## src/rtl/dbrk_pkg.sv

```systemverilog
package dbrk_pkg;
  typedef enum logic [1:0] {
    CFG_ADDR = 2'd0,
    CFG_MASK = 2'd1,
    CFG_VAL  = 2'd2,
    CFG_CTRL = 2'd3
  } cfg_sel_e;

  localparam int unsigned CTRL_LD   = 0;
  localparam int unsigned CTRL_ST   = 1;
  localparam int unsigned CTRL_VC   = 2;
  localparam int unsigned CTRL_LANE = 3;
endpackage

```

## src/rtl/dbrk_chan.sv

```systemverilog
module dbrk_chan
  import dbrk_pkg::*;
#(
  parameter int unsigned AW = 32,
  parameter int unsigned DW = 32,
  parameter int unsigned CW = 32
) (
  input  logic          clk_i,
  input  logic          rst_ni,
  input  logic          we_i,
  input  logic [1:0]    sel_i,
  input  logic [CW-1:0] wdata_i,
  input  logic [AW-1:0] acc_addr_i,
  input  logic [DW-1:0] st_data_i,
  input  logic [DW-1:0] rd_data_i,
  output logic          ld_hit_o,
  output logic          st_hit_o,
  output logic          vc_o,
  output logic          st_vmatch_o,
  output logic          rd_vmatch_o
);
  localparam int unsigned NB = DW / 8;

  logic [AW-1:0] addr_q, mask_q;
  logic [DW-1:0] val_q;
  logic          ld_en_q, st_en_q, vc_q;
  logic [NB-1:0] lane_q;
  logic [NB-1:0] st_ok, rd_ok;
  logic          addr_eq;

  always_ff @(posedge clk_i or negedge rst_ni) begin
    if (!rst_ni) begin
      addr_q  <= '0;
      mask_q  <= '0;
      val_q   <= '0;
      ld_en_q <= 1'b0;
      st_en_q <= 1'b0;
      vc_q    <= 1'b0;
      lane_q  <= '0;
    end else if (we_i) begin
      case (cfg_sel_e'(sel_i))
        CFG_ADDR: addr_q <= wdata_i[AW-1:0];
        CFG_MASK: mask_q <= wdata_i[AW-1:0];
        CFG_VAL:  val_q  <= wdata_i[DW-1:0];
        default: begin
          ld_en_q <= wdata_i[CTRL_LD];
          st_en_q <= wdata_i[CTRL_ST];
          vc_q    <= wdata_i[CTRL_VC];
          lane_q  <= wdata_i[CTRL_LANE +: NB];
        end
      endcase
    end
  end

  assign addr_eq = ((acc_addr_i ^ addr_q) & ~mask_q) == '0;

  for (genvar b = 0; b < NB; b++) begin : g_lane
    assign st_ok[b] = ~lane_q[b] | (st_data_i[8*b +: 8] == val_q[8*b +: 8]);
    assign rd_ok[b] = ~lane_q[b] | (rd_data_i[8*b +: 8] == val_q[8*b +: 8]);
  end

  assign ld_hit_o    = addr_eq & ld_en_q;
  assign st_hit_o    = addr_eq & st_en_q;
  assign vc_o        = vc_q;
  assign st_vmatch_o = &st_ok;
  assign rd_vmatch_o = &rd_ok;
endmodule

```

## src/rtl/dbrk_resolve.sv

```systemverilog
module dbrk_resolve #(
  parameter int unsigned NCH = 4
) (
  input  logic           clk_i,
  input  logic           rst_ni,
  input  logic           acc_valid_i,
  input  logic           acc_store_i,
  input  logic           rdata_valid_i,
  input  logic [NCH-1:0] ld_hit_i,
  input  logic [NCH-1:0] st_hit_i,
  input  logic [NCH-1:0] vc_i,
  input  logic [NCH-1:0] st_vmatch_i,
  input  logic [NCH-1:0] rd_vmatch_i,
  output logic [NCH-1:0] set_o,
  output logic           mem_rd_en_o,
  output logic           wb_suppress_o,
  output logic           st_block_o,
  output logic           dbg_exc_o
);
  logic           ld_acc, st_acc, ld_ao_any;
  logic [NCH-1:0] ao_ld, vc_ld, st_full, st_set, ld_set, rd_set;
  logic [NCH-1:0] pend_q;
  logic           exc_q;

  assign ld_acc    = acc_valid_i & ~acc_store_i;
  assign st_acc    = acc_valid_i & acc_store_i;
  assign ao_ld     = ld_hit_i & ~vc_i;
  assign vc_ld     = ld_hit_i & vc_i;
  assign ld_ao_any = ld_acc & (|ao_ld);
  assign st_full   = (st_hit_i & ~vc_i) | (st_hit_i & vc_i & st_vmatch_i);

  assign st_set = st_acc ? st_full : '0;
  // address-only hits take precedence: value channels stay undecided
  assign ld_set = ld_ao_any ? ao_ld : '0;
  assign rd_set = rdata_valid_i ? (pend_q & rd_vmatch_i) : '0;
  assign set_o  = st_set | ld_set | rd_set;

  always_ff @(posedge clk_i or negedge rst_ni) begin
    if (!rst_ni) begin
      pend_q <= '0;
      exc_q  <= 1'b0;
    end else begin
      if (ld_acc)             pend_q <= ld_ao_any ? '0 : vc_ld;
      else if (rdata_valid_i) pend_q <= '0;
      exc_q <= |set_o;
    end
  end

  assign mem_rd_en_o   = ld_acc & ~ld_ao_any;
  assign wb_suppress_o = ld_ao_any | (|rd_set);
  assign st_block_o    = |st_set;
  assign dbg_exc_o     = exc_q;

  a_r2_no_read_on_ao: assert property (@(posedge clk_i) disable iff (!rst_ni)
    (acc_valid_i && !acc_store_i && wb_suppress_o && !rdata_valid_i) |-> !mem_rd_en_o);
  a_r3_block_raises_exc: assert property (@(posedge clk_i) disable iff (!rst_ni)
    st_block_o |=> dbg_exc_o);
  a_r4_no_suppress_idle: assert property (@(posedge clk_i) disable iff (!rst_ni)
    (!acc_valid_i && rdata_valid_i && pend_q == '0) |-> !wb_suppress_o);
  a_r8_quiet_no_exc: assert property (@(posedge clk_i) disable iff (!rst_ni)
    (!acc_valid_i && !rdata_valid_i) |=> !dbg_exc_o);
  a_r3_block_only_store: assert property (@(posedge clk_i) disable iff (!rst_ni)
    st_block_o |-> (acc_valid_i && acc_store_i));
endmodule

```

## src/rtl/dbrk_status.sv

```systemverilog
module dbrk_status #(
  parameter int unsigned NCH = 4
) (
  input  logic           clk_i,
  input  logic           rst_ni,
  input  logic [NCH-1:0] set_i,
  input  logic [NCH-1:0] clr_i,
  output logic [NCH-1:0] sts_o
);
  logic [NCH-1:0] sts_q;

  always_ff @(posedge clk_i or negedge rst_ni) begin
    if (!rst_ni) sts_q <= '0;
    else         sts_q <= (sts_q & ~clr_i) | set_i;
  end

  assign sts_o = sts_q;

  a_r6_sticky: assert property (@(posedge clk_i) disable iff (!rst_ni)
    1'b1 |=> ((sts_q & $past(sts_q & ~clr_i)) == $past(sts_q & ~clr_i)));
  a_r7_set_wins: assert property (@(posedge clk_i) disable iff (!rst_ni)
    1'b1 |=> ((sts_q & $past(set_i)) == $past(set_i)));
endmodule

```

## src/rtl/dbrk_match_ctrl.sv

```systemverilog
module dbrk_match_ctrl #(
  parameter int unsigned NCH  = 4,
  parameter int unsigned AW   = 32,
  parameter int unsigned DW   = 32,
  localparam int unsigned CW  = (AW > DW) ? AW : DW,
  localparam int unsigned CHW = (NCH > 1) ? $clog2(NCH) : 1
) (
  input  logic           clk_i,
  input  logic           rst_ni,
  input  logic           cfg_we_i,
  input  logic [CHW-1:0] cfg_ch_i,
  input  logic [1:0]     cfg_sel_i,
  input  logic [CW-1:0]  cfg_wdata_i,
  input  logic [NCH-1:0] sts_clr_i,
  input  logic           acc_valid_i,
  input  logic           acc_store_i,
  input  logic [AW-1:0]  acc_addr_i,
  input  logic [DW-1:0]  acc_wdata_i,
  input  logic           rdata_valid_i,
  input  logic [DW-1:0]  rdata_i,
  output logic           mem_rd_en_o,
  output logic           wb_suppress_o,
  output logic           st_block_o,
  output logic           dbg_exc_o,
  output logic [NCH-1:0] sts_o
);
  logic [NCH-1:0] ld_hit, st_hit, vc, st_vm, rd_vm, set;

  for (genvar g = 0; g < NCH; g++) begin : g_ch
    dbrk_chan #(.AW(AW), .DW(DW), .CW(CW)) u_chan (
      .clk_i       (clk_i),
      .rst_ni      (rst_ni),
      .we_i        (cfg_we_i && (cfg_ch_i == CHW'(g))),
      .sel_i       (cfg_sel_i),
      .wdata_i     (cfg_wdata_i),
      .acc_addr_i  (acc_addr_i),
      .st_data_i   (acc_wdata_i),
      .rd_data_i   (rdata_i),
      .ld_hit_o    (ld_hit[g]),
      .st_hit_o    (st_hit[g]),
      .vc_o        (vc[g]),
      .st_vmatch_o (st_vm[g]),
      .rd_vmatch_o (rd_vm[g])
    );
  end

  dbrk_resolve #(.NCH(NCH)) u_resolve (
    .clk_i         (clk_i),
    .rst_ni        (rst_ni),
    .acc_valid_i   (acc_valid_i),
    .acc_store_i   (acc_store_i),
    .rdata_valid_i (rdata_valid_i),
    .ld_hit_i      (ld_hit),
    .st_hit_i      (st_hit),
    .vc_i          (vc),
    .st_vmatch_i   (st_vm),
    .rd_vmatch_i   (rd_vm),
    .set_o         (set),
    .mem_rd_en_o   (mem_rd_en_o),
    .wb_suppress_o (wb_suppress_o),
    .st_block_o    (st_block_o),
    .dbg_exc_o     (dbg_exc_o)
  );

  dbrk_status #(.NCH(NCH)) u_status (
    .clk_i  (clk_i),
    .rst_ni (rst_ni),
    .set_i  (set),
    .clr_i  (sts_clr_i),
    .sts_o  (sts_o)
  );

  a_r9_exc_has_status: assert property (@(posedge clk_i) disable iff (!rst_ni)
    dbg_exc_o |-> (sts_o != '0));
  a_r8_no_hit_reads: assert property (@(posedge clk_i) disable iff (!rst_ni)
    (acc_valid_i && !acc_store_i && ld_hit == '0) |-> (mem_rd_en_o && !wb_suppress_o));
endmodule

```

## config.mk

```make
export PLATFORM = sky130hd
export DESIGN_NAME = dbrk_match_ctrl
export DESIGN_NICKNAME = d
export VERILOG_FILES = /design/src/rtl/dbrk_pkg.sv /design/src/rtl/dbrk_chan.sv /design/src/rtl/dbrk_resolve.sv /design/src/rtl/dbrk_status.sv /design/src/rtl/dbrk_match_ctrl.sv
export SDC_FILE = /design/constraint.sdc
export NUM_CORES = 1
export LEC_CHECK = 0
export ABC_AREA = 0
export BUFFER_PORTS_ARGS = -buffer_cell sky130_fd_sc_hd__buf_2
export CAP_MARGIN = 20
export CORE_MARGIN = 2
export CORE_UTILIZATION = 30
export CTS_CLUSTER_SIZE = 20
export DETAILED_ROUTE_END_ITERATION = 10
export GPL_ROUTABILITY_DRIVEN = 0
export PLACE_DENSITY = 0.56
export SLEW_MARGIN = 20
export SYNTH_ARGS = -nofsm -noshare
export SYNTH_HDL_FRONTEND = slang
export SYNTH_SLANG_ARGS = --single-unit
```

## constraint.sdc

```tcl
create_clock -name clk_i -period 3.9 [get_ports clk_i]
set_input_delay 0.585 -clock clk_i [delete_from_list [all_inputs] [get_ports clk_i]]
set_output_delay 0.585 -clock clk_i [all_outputs]
set_load 0.005 [all_outputs]
```

==> out/qor.yml, run 1 <==
routing:
  wirelength_microns: 62500
  drtIter0Drc: 819
  drt_pass1_iterations: 5
  viasPerCell: 4.87
  vias: 13041
  ant_nets: 0
  wl_per_cell_microns: 23.3
  drc: 0
cells_and_area:
  area_delta_synth_final_pct: 14.7
  ff_latch_area_sq_um: 10500
  multiInputGateArea_sq_um: 9680
  layout-drive-gt1-share: 0.370
  fillers: 6739
  final_nets: 1846
worst_setup_path:
  crit_type: "flop to output port"
  crit_fanout: 4
  arrival_ns: 3.30
  crit_path_top_delay_cell: "nor4_1"
  max_stage_delay_ns: 0.61
  rr_worst_depth: 7
  crit_buf_inv: 1
  crit_chain: "xnor2_1, o22ai_1, nor4_1, nand4_1, o22ai_2, nor3_1, o21ai_1, buf_2"
  required_ns: 3.31
  cp-end-kind: "output port"
  r2r_end: "u_resolve.pend_q[1]$_DFFE_PN0P_"
  r2r_start: "g_ch[2].u_chan.addr_q[3]$_DFFE_PN0P_"
  ff2ff_setup_slack_ns: 1.37
  critPathTopFamily: "simple AND/OR/NAND/NOR gates"
  start_kind: "flop"
grt:
  antenna_found_initial: 11
  grt_pass1_wl_microns: 92900
  grt_max_degree: 102
  track_usage: 0.175
  grt_pass1_vias: 13831
  grt_overflow: 0
floorplan:
  dieArea_sq_um: 72000
  rows: 96
  die_h_microns: 268
  ios: 150
  die_w_microns: 268
  start_util: 0.305
  fp.coreArea_sq_um: 68800
synth:
  synth_top_area_frac: 0.503
  netlist_top_cells_area: "dfrtp_1 (50%), mux2_2 (20%), xnor2_1 (16%)"
  synth.most_common_cell: "dfrtp_1"
  synth_top_area_cell: "dfrtp_1"
  yosysSeqAreaShare: 0.503
  avgSynthCellArea_sq_um: 12.6
  synth_nets: 1799
  ys_ff_latch: 421
  synth_edf_count: 0
  netlist_area_sq_um: 21000
  synthFlopType: "dfrtp_1"
  netlist_instances: 1657
  async_flop_share: 1.00
  synth_commonest_cells: "dfrtp_1 (421), xnor2_1 (380), mux2_2 (379)"
  synth.distinct_cells: 33
  synth_warnings: 0
cts:
  clk_pin_slew_worst_paths_ns: 0.06
  root_buffer: "clkbuf_16"
  clock_path_buffers: 3
  ctsHoldBuffers: 0
  cts_buffers: 49
  clock-sinks: 421
  cts_resized: 0
  cts_setup_buffers: 0
  cts_tree: "done"
  clock_latency_ns: 0.59
  htree_levels: 2
placement:
  place_hpwl_microns: 45000
  pre_cts_slack_ns: 0.318
  portBuffers: 149
timing:
  final.min_clock_period_ns: 3.89
  finalHoldViolations: 0
  finalCritPeriodShare: 0.996
  tightest_slew_ns: 1.09
  rsz0062_at_grt: "false"
  final-setup-viol-count: 0
  fin_tns_setup_ns: 0
  final.setup_skew_ns: 0.0129
  finalWorstSetupSlack_ns: 0.0144
  slew_viol_final: 0
  fmax_mhz: 257
  relSlewSlack: 0.274
run_status:
  status: "finished clean"
hold_path:
  holdCritPathClass: "primary input to asynchronous set/reset pin"
power:
  vdd_drop_max_mv: 0.324
  powerDensity_nw_per_um2: 583
  power.leakage_nw: 9.52
  finalPower_mw: 14.0
job:
  drv_cap: 0
cells in the final DEF, fill, tap and decap left out, types with 7 or more instances in the layout:
| cell type | netlist | routed |
|---|---|---|
| buf_2 | 29 | 148 |
| buf_4 | 0 | 13 |
| clkbuf_1 | 113 | 8 |
| clkbuf_16 | 0 | 51 |
| clkbuf_8 | 0 | 11 |
| dfrtp_1 | 421 | 421 |
| mux2_1 | 33 | 33 |
| mux2_2 | 379 | 379 |
| nand3_1 | 14 | 14 |
| nand4_1 | 73 | 73 |
| nor2_1 | 18 | 12 |
| nor3_1 | 7 | 7 |
| nor4_1 | 16 | 16 |
| o21ai_0 | 12 | 12 |
| o21ai_1 | 25 | 25 |
| o22ai_1 | 64 | 64 |
| xnor2_1 | 380 | 380 |
sequential cells by signal, indices dropped and copies added (netlist names):
name                 count
g_ch.u_chan.addr_q     128
g_ch.u_chan.lane_q      16
g_ch.u_chan.ld_en_q      4
g_ch.u_chan.mask_q     128
g_ch.u_chan.st_en_q      4
g_ch.u_chan.val_q      128
g_ch.u_chan.vc_o         4
u_resolve.dbg_exc_o      1
u_resolve.pend_q         4
u_status.sts_o           4
worst max-delay path by stage:
| stage | start | endpoint | slack [ns] | depth (start not counted) |
|---|---|---|---|---|
| after floorplan | acc_addr_i[8] | st_block_o | 1.43 | 7 |
| after global placement | acc_addr_i[23] | wb_suppress_o | 0.34 | 10 |
| after detailed placement | acc_addr_i[30] | wb_suppress_o | 0.32 | 9 |
| after CTS | g_ch[0].u_chan.addr_q[23]$_DFFE_PN0P_ | wb_suppress_o | 0.10 | 9 |
| after global routing | g_ch[0].u_chan.addr_q[23]$_DFFE_PN0P_ | wb_suppress_o | 0.02 | 9 |
| final | g_ch[2].u_chan.addr_q[3]$_DFFE_PN0P_ | wb_suppress_o | 0.01 | 8 |
final cells by class:
class,instances,area share
diodes,6,0.000625
clock buffers,70,0.0607
clock inverters,16,0.00942
inverters,5,0.000781
multi-input cells,1061,0.403
flip-flops and latches,421,0.438
well taps,931,0.0485
repair buffers,166,0.0388
routing by layer:
| metal | GRT usage | routed length (microns) | vias to the layer above |
|---|---|---|---|
| met1 | 0.233 | 27900 | 6811 |
| met2 | 0.298 | 30500 | 288 |
| met5 | 0 | 38 | - |
| li1 | - | - | 5838 |
| met3 | 0.0225 | 2360 | 98 |
| met4 | 0.0524 | 1640 | 6 |
worst reg2reg max path: stages (launching register included):
cell	delay (ns)
dfrtp_1	0.39
xnor2_1	0.17
o22ai_1	0.10
nor4_1	0.61
nand4_1	0.48
o22ai_2	0.33
nor4_2	0.09
a32o_1	0.26
where the power goes:
part	switching, mW	internal [mW]
Clock	1.88	2.92
Combinational	1.33	1.67
Sequential	0.827	5.37
kinds of logic (layout without fill, tap and decap cells):
group | after synthesis | in the layout | synth area share
xor+xnor | 384 | 384 | 0.162
compound gates | 112 | 112 | 0.0324
simple gates | 153 | 153 | 0.0435
flops | 421 | 421 | 0.503
buf+inv | 175 | 257 | 0.0381
other cells | 0 | 6 | 0
mux | 412 | 412 | 0.221
per-stage QoR:
step | hold slack, ns | cells | util | area [sq um]
final | 0.0527 | 2676 | 0.349 | 24000
after global routing | 0.0907 | 2672 | 0.349 | 24000
after CTS | 0.0614 | 2670 | 0.349 | 24000
after detailed placement | 0.482 | 2584 | 0.324 | 22300
after global placement | 0.474 | 2584 | 0.324 | 22300
after floorplan | 0.289 | 1657 | - | 21000
Note: power is estimated with default switching activity, not from simulation.
==> run 2, diff against run 1 <==
PLACE_DENSITY = default   (was 0.56)
clock period = 4.9 ns   (was 3.9 ns; I/O delays follow)
==> run 2 against run 1 <==
Net effect: total power decreased by 20%; clock power decreased by 19%; sequential share of layout area about the same; critical path depth unchanged; largest cell class unchanged; largest power group unchanged; clock-buffer cell count decreased by 5.
==> out/qor.yml, run 2 (synthesized netlist as in run 1, its figures left out) <==
run_status:
  status: "finished clean"
routing:
  drc: 0
  drtIter0Drc: 767
  wirelength_microns: 61600
  wl_per_cell_microns: 23.0
  vias: 13110
  ant_nets: 0
  drt_pass1_iterations: 5
  viasPerCell: 4.90
cts:
  htree_levels: 2
  clk_pin_slew_worst_paths_ns: 0.06
  clock-sinks: 421
  cts_tree: "done"
  ctsHoldBuffers: 0
  cts_setup_buffers: 0
  clock_path_buffers: 3
  cts_buffers: 49
  root_buffer: "clkbuf_16"
  clock_latency_ns: 0.60
  cts_resized: 0
placement:
  place_inst: 2576
  portBuffers: 149
  place_hpwl_microns: 44700
cells_and_area:
  final_common_cell: "dfrtp_1"
  area_delta_synth_final_pct: 14.8
  mostFrequentLayoutCells: "dfrtp_1 (421), xnor2_1 (380), mux2_2 (379)"
  final_nets: 1840
  layout-drive-gt1-share: 0.370
  final_cell_count_no_fill: 2673
  fillers: 6701
  reg.largest.list: "g_ch.u_chan.addr_q x128, g_ch.u_chan.mask_q x128, g_ch.u_chan.val_q x128"
grt:
  antenna_found_initial: 18
  grt_max_degree: 111
  track_usage: 0.172
  grt_overflow: 0
  grt_pass1_wl_microns: 91500
  grt_pass1_vias: 13953
power:
  power_frac_comb: 0.212
  powerDensity_nw_per_um2: 465
  swShare: 0.287
  power.leakage_nw: 9.51
  p_int_mw: 7.98
  clkPwrFrac: 0.348
  seq_power_share: 0.440
  vdd_drop_max_mv: 0.275
  p_sw_mw: 3.21
timing:
  relSlewSlack: 0.264
  final.setup_skew_ns: 0.0274
  finalCritPeriodShare: 0.843
  final-setup-viol-count: 0
  final.min_clock_period_ns: 4.13
  fin_tns_setup_ns: 0
  fmax_mhz: 242
  finalHoldViolations: 0
  rsz0062_at_grt: "false"
  slew_viol_final: 0
  tightest_slew_ns: 1.10
worst_setup_path:
  critPathTopFamily: "simple AND/OR/NAND/NOR gates"
  start_kind: "flop"
  max_stage_delay_ns: 0.78
  crit_fanout: 4
  required_ns: 4.16
  crit_buf_inv: 1
  crit_path_top_delay_cell: "nor4_1"
  arrival_ns: 3.40
  cp-end-kind: "output port"
  crit_type: "flop to output port"
  crit_chain: "xnor2_1, o22ai_1, nor4_1, nand4_1, o22ai_2, nor3_1, o21ai_1, buf_2"
floorplan:
  die_h_microns: 268
  die_w_microns: 268
  fp.coreArea_sq_um: 68800
  dieArea_sq_um: 72000
  ios: 150
  start_util: 0.305
  rows: 96
hold_path:
  holdCritPathClass: "primary input to asynchronous set/reset pin"
job:
  drv_cap: 0
run 2: cell count changes in the layout (fill, tap and decap cells not counted), moves of 2 or more:
cell	before	now
bufinv_16	5	7
clkinvlp_4	3	6
buf_4	13	5
clkinv_2	5	9
clkbuf_8	11	7
clkinv_4	0	2
run 2: per-layer routing:
metal | GRT usage | up-vias | share of wire
li1 | - | 5837 | -
met1 | 0.218 | 6778 | 0.42
met2 | 0.286 | 373 | 0.48
met3 | 0.0352 | 112 | 0.061
met4 | 0.0702 | 10 | 0.037
met5 | 0 | - | 0.0011
run 2: worst paths after layout:
check | startpoint | endpoint | slack [ns] | cells after the start
min in group clk_i | sts_clr_i[3] | u_status.sts_o[3]$_DFF_PN0_ | 0.30 | 2
worst max-delay path | g_ch[0].u_chan.addr_q[23]$_DFFE_PN0P_ | wb_suppress_o | 0.77 | 8
worst min register to register | g_ch[0].u_chan.mask_q[6]$_DFFE_PN0P_ | g_ch[0].u_chan.mask_q[6]$_DFFE_PN0P_ | 0.50 | 1
max in group asynchronous | rst_ni | g_ch[0].u_chan.val_q[23]$_DFFE_PN0P_ | 3.41 | 2
worst max register to register | g_ch[0].u_chan.addr_q[23]$_DFFE_PN0P_ | u_resolve.dbg_exc_o$_DFF_PN0_ | 2.19 | 7
worst min-delay path | rst_ni | g_ch[2].u_chan.val_q[28]$_DFFE_PN0P_ | 0.16 | 1
run 2: layout make-up:
class | count | area, sq um | area share
clock inverters | 25 | 327 | 0.0136
inverters | 5 | 18.8 | 0.000780
clock buffers | 65 | 1400 | 0.0581
flip-flops and latches | 421 | 10500 | 0.438
multi-input cells | 1061 | 9680 | 0.402
diodes | 5 | 12.5 | 0.000520
well taps | 931 | 1160 | 0.0484
repair buffers | 160 | 921 | 0.0383
run 2: power groups by stage:
stage | clock, mW | sequential (mW) | combinational [mW]
finish | 3.89 | 4.93 | 2.37
global route | 4.13 | 5.03 | 2.58
detailed placement | 0 | 4.98 | 2.38
floorplan | 0 | 4.80 | 1.79
global placement | 0 | 4.94 | 2.33
CTS | 3.98 | 4.92 | 2.40
run 2: stage by stage:
stage	setup slack, ns	hold slack [ns]	total power [mW]	util	instance area (sq um)
CTS	0.837	0.237	11.3	0.349	24000
detailed placement	0.929	0.482	7.37	0.324	22300
finish	0.768	0.157	11.2	0.350	24100
global placement	0.915	0.476	7.27	0.323	22300
floorplan	2.13	0.439	6.58	-	21000
global route	0.653	0.285	11.7	0.350	24100
